===== config.mk =====
export PLATFORM = sky130hd
export DESIGN_NAME = cdiv_sd_top
export DESIGN_NICKNAME = d
export VERILOG_FILES = /design/src/rtl/cdiv_pkg.sv /design/src/rtl/cdiv_shadow.sv /design/src/rtl/cdiv_timebase.sv /design/src/rtl/cdiv_sd_top.sv
export SDC_FILE = /design/constraint.sdc
export NUM_CORES = 1
export LEC_CHECK = 0
export BUFFER_PORTS_ARGS = -buffer_cell sky130_fd_sc_hd__buf_2
export CAP_MARGIN = 20
export CORE_MARGIN = 2
export CORE_UTILIZATION = 53
export DETAILED_ROUTE_END_ITERATION = 8
export GPL_TIMING_DRIVEN = 0
export PLACE_DENSITY = 0.78
export SYNTH_ARGS = -nofsm -noshare
export SYNTH_HDL_FRONTEND = slang
export SYNTH_SLANG_ARGS = --single-unit
export TNS_END_PERCENT = 50

===== constraint.sdc =====
create_clock -name clk -period 3.4 [get_ports clk]
set_input_delay 0.51 -clock clk [delete_from_list [all_inputs] [get_ports clk]]
set_output_delay 0.51 -clock clk [all_outputs]
set_load 0.02 [all_outputs]

===== src/rtl/cdiv_pkg.sv =====
package cdiv_pkg;
  localparam int CFG_W        = 10;
  localparam int PRE_LSB      = 2;
  localparam int PRE_W        = 3;
  localparam int FC_LSB       = 0;
  localparam int FC_W         = 2;
  localparam int STOP_CK_BIT  = 8;
  localparam int STOP_HCK_BIT = 9;
  localparam int PRE_MAX      = 4;
  localparam int FC_MAX       = 1;
  localparam int HCK_PRE_MIN  = 2;
  localparam int CNT_W        = PRE_MAX + 2;

  localparam logic [CFG_W-1:0] KEEP_MASK =
      CFG_W'((1 << STOP_HCK_BIT) | (1 << STOP_CK_BIT) |
             (((1 << PRE_W) - 1) << PRE_LSB) | (((1 << FC_W) - 1) << FC_LSB));
  localparam logic [CFG_W-1:0] RST_CFG =
      CFG_W'((1 << STOP_HCK_BIT) | (1 << STOP_CK_BIT) | (1 << FC_LSB));

  function automatic logic [PRE_W-1:0] pre_code(logic [CFG_W-1:0] c);
    return c[PRE_LSB +: PRE_W];
  endfunction

  function automatic logic [FC_W-1:0] fc_code(logic [CFG_W-1:0] c);
    return c[FC_LSB +: FC_W];
  endfunction

  function automatic logic cfg_legal(logic [CFG_W-1:0] c);
    return (int'(pre_code(c)) <= PRE_MAX) && (int'(fc_code(c)) <= FC_MAX);
  endfunction

  function automatic logic [CNT_W-1:0] period_last(logic [CFG_W-1:0] c);
    int unsigned n;
    n = (32'd1 << pre_code(c)) << ((fc_code(c) == FC_W'(1)) ? 2 : 1);
    return CNT_W'(n - 32'd1);
  endfunction

  function automatic logic [CNT_W-1:0] src_mask(logic [CFG_W-1:0] c);
    return CNT_W'((32'd1 << pre_code(c)) - 32'd1);
  endfunction
endpackage


===== src/rtl/cdiv_shadow.sv =====
module cdiv_shadow
  import cdiv_pkg::*;
(
  input  logic             clk,
  input  logic             rst_n,
  input  logic             wr,
  input  logic [CFG_W-1:0] wdata,
  input  logic             start_req,
  input  logic             stop_req,
  output logic [CFG_W-1:0] staged,
  output logic             err
);
  logic [CFG_W-1:0] staged_d;
  logic             err_d;

  always_comb begin
    staged_d = staged;
    err_d    = 1'b0;
    if (wr) begin
      if (cfg_legal(wdata)) staged_d = wdata & KEEP_MASK;
      else                  err_d    = 1'b1;
    end else if (stop_req) begin
      staged_d[STOP_HCK_BIT] = 1'b1;
      staged_d[STOP_CK_BIT]  = 1'b1;
    end else if (start_req) begin
      staged_d[STOP_CK_BIT]  = 1'b0;
      staged_d[STOP_HCK_BIT] = (int'(pre_code(staged)) >= HCK_PRE_MIN);
    end
  end

  always_ff @(posedge clk) begin
    if (!rst_n) begin
      staged <= RST_CFG;
      err    <= 1'b0;
    end else begin
      staged <= staged_d;
      err    <= err_d;
    end
  end

  // a rejected write leaves the staged word untouched
  a_r8_err_keeps: assert property (@(posedge clk) disable iff (!rst_n)
    err |-> $stable(staged));
  // stop request sets both gates
  a_r6_stop: assert property (@(posedge clk) disable iff (!rst_n)
    (stop_req && !wr) |=> (staged[STOP_HCK_BIT] && staged[STOP_CK_BIT]));
  // start request restores the pattern for the division
  a_r7_start: assert property (@(posedge clk) disable iff (!rst_n)
    (start_req && !stop_req && !wr) |=> (!staged[STOP_CK_BIT] &&
      (staged[STOP_HCK_BIT] == (int'(pre_code(staged)) >= HCK_PRE_MIN))));
endmodule


===== src/rtl/cdiv_timebase.sv =====
module cdiv_timebase
  import cdiv_pkg::*;
(
  input  logic             clk,
  input  logic             rst_n,
  input  logic [CFG_W-1:0] staged,
  output logic [CFG_W-1:0] active,
  output logic             card_en,
  output logic             fast_en
);
  logic [CNT_W-1:0] cnt;
  logic [CNT_W-1:0] last;
  logic [CNT_W-1:0] smask;
  logic             at_end;

  assign last   = period_last(active);
  assign smask  = src_mask(active);
  assign at_end = (cnt == last);

  always_ff @(posedge clk) begin
    if (!rst_n) begin
      cnt    <= '0;
      active <= RST_CFG;
    end else if (at_end) begin
      cnt    <= '0;
      active <= staged;
    end else begin
      cnt    <= cnt + CNT_W'(1);
    end
  end

  assign card_en = at_end && !active[STOP_CK_BIT];
  assign fast_en = ((cnt & smask) == smask) && !active[STOP_HCK_BIT];

  // the active word changes only after a period end
  a_r9_boundary: assert property (@(posedge clk) disable iff (!rst_n)
    !$stable(active) |-> $past(at_end));
  // the active word always holds legal codes
  a_r8_act_legal: assert property (@(posedge clk) disable iff (!rst_n)
    cfg_legal(active));
  // counter restarts after a period end
  a_r9_restart: assert property (@(posedge clk) disable iff (!rst_n)
    at_end |=> (cnt == '0));
endmodule


===== src/rtl/cdiv_sd_top.sv =====
module cdiv_sd_top
  import cdiv_pkg::*;
(
  input  logic             clk,
  input  logic             rst_n,
  input  logic             cfg_wr,
  input  logic [CFG_W-1:0] cfg_wdata,
  input  logic             start_req,
  input  logic             stop_req,
  output logic [CFG_W-1:0] cfg_active,
  output logic             card_clk_en,
  output logic             fast_clk_en,
  output logic             clk_running,
  output logic             cfg_err
);
  logic [CFG_W-1:0] staged;

  cdiv_shadow u_shadow (
    .clk       (clk),
    .rst_n     (rst_n),
    .wr        (cfg_wr),
    .wdata     (cfg_wdata),
    .start_req (start_req),
    .stop_req  (stop_req),
    .staged    (staged),
    .err       (cfg_err)
  );

  cdiv_timebase u_tb (
    .clk     (clk),
    .rst_n   (rst_n),
    .staged  (staged),
    .active  (cfg_active),
    .card_en (card_clk_en),
    .fast_en (fast_clk_en)
  );

  assign clk_running = !cfg_active[STOP_HCK_BIT] && !cfg_active[STOP_CK_BIT];

  // minimum division is 2, so no back-to-back card pulses
  a_r2_no_adjacent: assert property (@(posedge clk) disable iff (!rst_n)
    card_clk_en |=> !card_clk_en);
  // a card pulse coincides with a fast pulse when the fast gate is open
  a_r3_aligned: assert property (@(posedge clk) disable iff (!rst_n)
    (card_clk_en && !cfg_active[STOP_HCK_BIT]) |-> fast_clk_en);
  // running clock implies an open card gate
  a_r5_running: assert property (@(posedge clk) disable iff (!rst_n)
    clk_running |-> !cfg_active[STOP_CK_BIT]);
endmodule


* Word-level counts from Yosys, hierarchy flattened *
Index checks and enable logic that the tools add are counted.

storage, ports and cells
  memory bits (writable) = 0
  memories = 0
  bits of input ports = 15
  flip-flop bits (word level) = 21
  latch bits = 0
  output and inout bits = 14
  bits in read-only memories = 0
  logic and storage cells = 36

cells by class
  add/sub/neg operators = 3
  reductions and logical operators = 11
  $lt $le $gt $ge = 3
  shift-type cells = 2
  eq/ne operators = 4
  div/mod/pow operators = 0
  bitwise operators = 2
  multiply operators = 0
  mux-type cells = 6

operators with widths
  cell                                                                count
  left shift 1 x 3 -> 32 bit (first input constant)                   1
  left shift 32 x 2 -> 6 bit                                          1
  equality test 6 bit                                                 2
  subtractor 6 x 1 -> 6 bit (second input constant)                   2
  two-way mux 10 bit                                                  1
  two-way mux 2 bit                                                   4
  adder 6 x 1 -> 6 bit (second input constant)                        1
  AND 6 bit                                                           1
  AND reduction 2 bit                                                 3
  logical AND 1 bit                                                   4
  greater-or-equal comparator 3 x 2 -> 1 bit (second input constant)  1
  less-or-equal comparator 3 bit (second input constant)              1
  nonzero test 3 bit                                                  1
  equality test 2 x 1 -> 1 bit (second input constant)                1
  less-or-equal comparator 2 x 1 -> 1 bit (second input constant)     1
  zero test 1 bit                                                     2
  inequality test 2 x 1 -> 1 bit (second input constant)              1
  OR reduction 2 bit                                                  1
  two-way mux 1 bit                                                   1
  NOT 1 bit                                                           1

* Longest topological paths before layout *
  depth after elaboration = 6
  mapped depth = 10
  depth with buffers taken out = 8

* Modules after synthesis *
Synthesis repeated with hierarchy kept, for this count alone.

unflattened totals
  cells, all modules = 163
  area, all modules = 1417.6 um^2

by module, submodules not included
  module         sequential area each (um^2)  cells an instance  area an instance (um^2)  times used
  cdiv_timebase  320.3                        118                1016.0                   1
  cdiv_shadow    160.2                        44                 397.9                    1
  cdiv_sd_top    0.0                          1                  3.8                      1

* Worst setup path before layout *
No wires, ideal clock.

  kind = register to output
  start = register u_tb.active[3]
  end = output port card_clk_en
  buffers on the path = 2
  setup slack = -177 ps
  arrival = 3067 ps
  cell stages (with the launch flop) = 10
  data required time = 2890 ps
  cell sequence = dfxtp_1 -> clkbuf_1 -> or3b_2 -> mux2_2 -> ha_1 -> xnor2_1 -> or3_1 -> a2111o_1 -> buf_6 -> nor3_1

on the way
  word-level cells in the longest chain between the ends = 5

RTL lines
  element                     RTL line             RTL
  start, declared             cdiv_timebase.sv:7   output logic [CFG_W-1:0] active,
  start signal, assigned      cdiv_timebase.sv:26  active <= staged;
  left shift 1 x 3 -> 32 bit  --
  left shift 32 x 2 -> 6 bit  cdiv_pkg.sv:34       n = (32'd1 << pre_code(c)) << ((fc_code(c) == FC_W'(1)) ? 2 : 1);
  subtractor 6 x 1 -> 6 bit   cdiv_pkg.sv:35       return CNT_W'(n - 32'd1);
  equality test 6 bit         cdiv_timebase.sv:18  assign at_end = (cnt == last);
  logical AND 1 bit           cdiv_timebase.sv:32  assign card_en = at_end && !active[STOP_CK_BIT];
  end, declared               cdiv_sd_top.sv:11    output logic card_clk_en,

No other way between the ends.

* Worst setup path in the final report *
  start = register u_tb.active[4]
  end = output port card_clk_en

The elaborated chain is that of the path after synthesis.

==> impl_metrics.csv <==
group,metric,value,unit
run_status,status,"completed",
logic_synthesis,synth_seq_cells,21,
critical_path,criticalPathCategory,"reg -> out",
pwr,vdd_drop_max,296,uV
global_routing,grt_pass1_wl,4.61,mm
logic_synthesis,synth_top_area_share,32.9,%
logic_synthesis,yosysWarnings,0,
logic_synthesis,synthTopCellsByArea,"dfxtp_1 33%, nand2_1 5.6%, o21ai_0 3.5%",
logic_synthesis,syn_inst,148,
drt,ant_nets,0,
logic_synthesis,synth_edf_count,0,
cells_and_area,areaGrowthSynthToFinish,23.7,%
cells_and_area,design_area,1580,um2
drt,wirelength,2.85,mm
clock_network,cts_made_buffers,3,
hold_path,hold_path_class,"reg -> reg",
pwr,powerDensity,410,nW/um2
global_routing,grt_pass1_vias,1049,
cells_and_area,final-instance-count-excl-fill,212,
floorplan,die_x,53.1,um
cells_and_area,diodes,0,
placed_design,detailed_place.area,1440,um2
floorplan,pin_count,29,
drt,wl_per_cell,13.5,um
critical_path,path_buf_inv,2,
global_routing,gr-total-overflow,0,
drt,drt_iter0_drc,33,
clock_network,insertion_delay,0.29,ns
sta,post-route-period-util,99.1,%
pwr,leakagePower,0.671,nW
cells_and_area,most-common-layout-cells,"20 x buf_2, 19 x nand2_1, 18 x dfxtp_1",
pwr,p_sw,224,uW
placed_design,gp_congestion,0.843,
pwr,p_clk_share,17.9,%
logic_synthesis,synthArstFlopShare,0,%
floorplan,coreArea,2250,um2
logic_synthesis,ys_types,47,
logic_synthesis,ys.flop_type,"dfxtp_1",
sta,finalClockSkew,0.00349,ns
sta,whs,0.466,ns
drt,dr_total_vias,1194,
drt,firstDrtPassIters,4,
critical_path,crit_arrival,2.86,ns
critical_path,crit_family,"simple AND/OR/NAND/NOR gates",
cells_and_area,nets,203,
floorplan,die_y,53.1,um
clock_network,clockRootBuffer,"clkbuf_4",
critical_path,cp-start-kind,"flop",
cells_and_area,multiInputGateArea,801,um2
floorplan,dieArea,2820,um2
placed_design,portBuffers,21,
clock_network,htreeDepth,1,
flow_run,drv_cap,0,
global_routing,grt_use_total,22.8,%
clock_network,tritoncts,"done",
floorplan,start_util,56.7,%
sta,slew_violations,0,
drt,drc,0,
pwr,p_sw_share,34.4,%
logic_synthesis,synth_top_area_cell,"dfxtp_1",
critical_path,cpPeakStageDelay,0.47,ns
cells_and_area,fillers,192,
critical_path,crit_slowest_cell,"a2111o_1",
logic_synthesis,syn_area_per_cell,8.64,um2
clock_network,clock-sinks,21,
floorplan,rows,17,
sta,final_hold_viol_count,0,
clock_network,cts.clk_slew.worst_paths,0.11,ns
critical_path,worstPathRequired,2.89,ns
global_routing,antenna_found_initial,0,
critical_path,crit_path_cell_trace,"buf_6, or3b_4, mux2_4, ha_4, xnor2_2, or3_1, a2111o_1, nor3_4, buf_6",
cells_and_area,final-seq-area,427,um2
critical_path,crit_top_cell,"buf_6",
global_routing,grt_max_degree,12,
sta,fmax,0.297,GHz
clock_network,clockBufferDepth,2,
cells_and_area,drive_gt1_share,31.0,%
logic_synthesis,netlist_area,1280,um2
cells_and_area,layout_commonest_cell,"buf_2",
critical_path,path_max_fanout,2,
critical_path,end_kind,"output port",
placed_design,place_hpwl,1.99,mm
placed_design,dp.cells,199,
pwr,intPower,426,uW
pwr,seqPwrFrac,44.5,%
drt,via_per_inst,5.63,
sta,period_minus_slack,3.37,ns
logic_synthesis,synth-seq-area-share,32.9,%
pwr,combPwrFrac,37.6,%
sta,rsz0062_at_grt,"true",
sta,finalSetupViolCount,0,
-- routing by layer --
metal | share of wire, % | routed length (um) | global-route usage (%)
met2 | 52 | 1480 | 41.5
met4 | 3.2 | 91 | 12.0
met3 | 4.6 | 132 | 2.26
met1 | 40 | 1150 | 25.9
met5 | 0 | 0 | 0
-- cell usage after synthesis (2+ instances only) --
library cell	instances
a21boi_0	3
and2b_2	2
buf_6	3
nor3_1	2
o311ai_1	3
xor2_1	2
xnor2_1	5
nor2b_1	2
inv_1	6
buf_4	3
nor2_1	10
mux2i_1	4
nand3_1	7
nand2b_1	2
nor3b_1	5
clkbuf_1	5
nand2_1	19
a21oi_1	6
ha_1	3
dfxtp_1	21
o21ai_0	9
-- layout make-up --
cell class                      count  area share, %
Inverter                            6           1.42
Buffer                             11           5.06
Timing Repair Buffer               31           12.0
Sequential cell                    21           27.0
Multi-Input combinational cell    111           50.6
Clock buffer                        4           1.66
Tap cell                           28           2.22
-- flip-flops by register name, indices dropped and copies added, names as in the netlist --
signal,count
u_tb.active,7
u_shadow.err,1
u_tb.cnt,6
u_shadow.staged,7
-- worst reg2reg max path, delay by kind of cell, from the launching register on --
family / cells / cell delay (ns)
fa+ha+maj: 1 / 0.17
flops: 1 / 0.37
buf+inv: 2 / 0.31
mux: 1 / 0.29
xor+xnor: 1 / 0.13
simple gates: 4 / 1.13
compound gates: 1 / 0.47
-- final timing paths --
| check | startpoint | endpoint | slack, ns | cells after the start |
|---|---|---|---|---|
| worst max-delay path | u_tb.active[4]$_SDFFE_PN0N_ | card_clk_en | 0.03 | 9 |
| worst max register to register | u_tb.active[4]$_SDFFE_PN0N_ | u_tb.cnt[1]$_SDFF_PP0_ | 0.42 | 10 |
| worst min register to register | u_shadow.staged[2]$_SDFFE_PN0P_ | u_tb.active[2]$_SDFFE_PN0N_ | 0.47 | 2 |
| worst min-delay path | u_shadow.staged[2]$_SDFFE_PN0P_ | u_tb.active[2]$_SDFFE_PN0N_ | 0.47 | 2 |
-- logic make-up after synthesis --
group	synth area share [%]
other cells	0.293
buf+inv	8.02
flops	32.9
fa+ha+maj	2.94
compound gates	16.4
xor+xnor	6.95
simple gates	26.7
mux	5.77
-- through the flow --
step	setup slack [ns]	total power, mW	TNS (ns)	util, %
finish	0.0294	0.649	0	70.1
global route	-0.0623	0.686	-0.0623	70.1
CTS	0.00906	0.642	0	68.1
detailed placement	-0.0399	0.511	-0.0399	63.8
global placement	-0.0272	0.502	-0.0272	63.8
floorplan	0.0621	0.462	0	-
-- power by group through the flow --
stage / logic [mW] / clock network [mW] / registers [mW]
after global placement: 0.208 / 0 / 0.294
after detailed placement: 0.216 / 0 / 0.295
after floorplan: 0.160 / 0 / 0.301
after CTS: 0.234 / 0.120 / 0.288
final: 0.244 / 0.116 / 0.289
after global routing: 0.264 / 0.130 / 0.292
-- repair_timing --
item                       CTS  global route
gates resized for setup     13             3
hold buffers                 0             0
pin swaps                    1             6
buffers inserted             4             6
setup endpoints to repair    1             1
(Power assumes the default switching activity.)
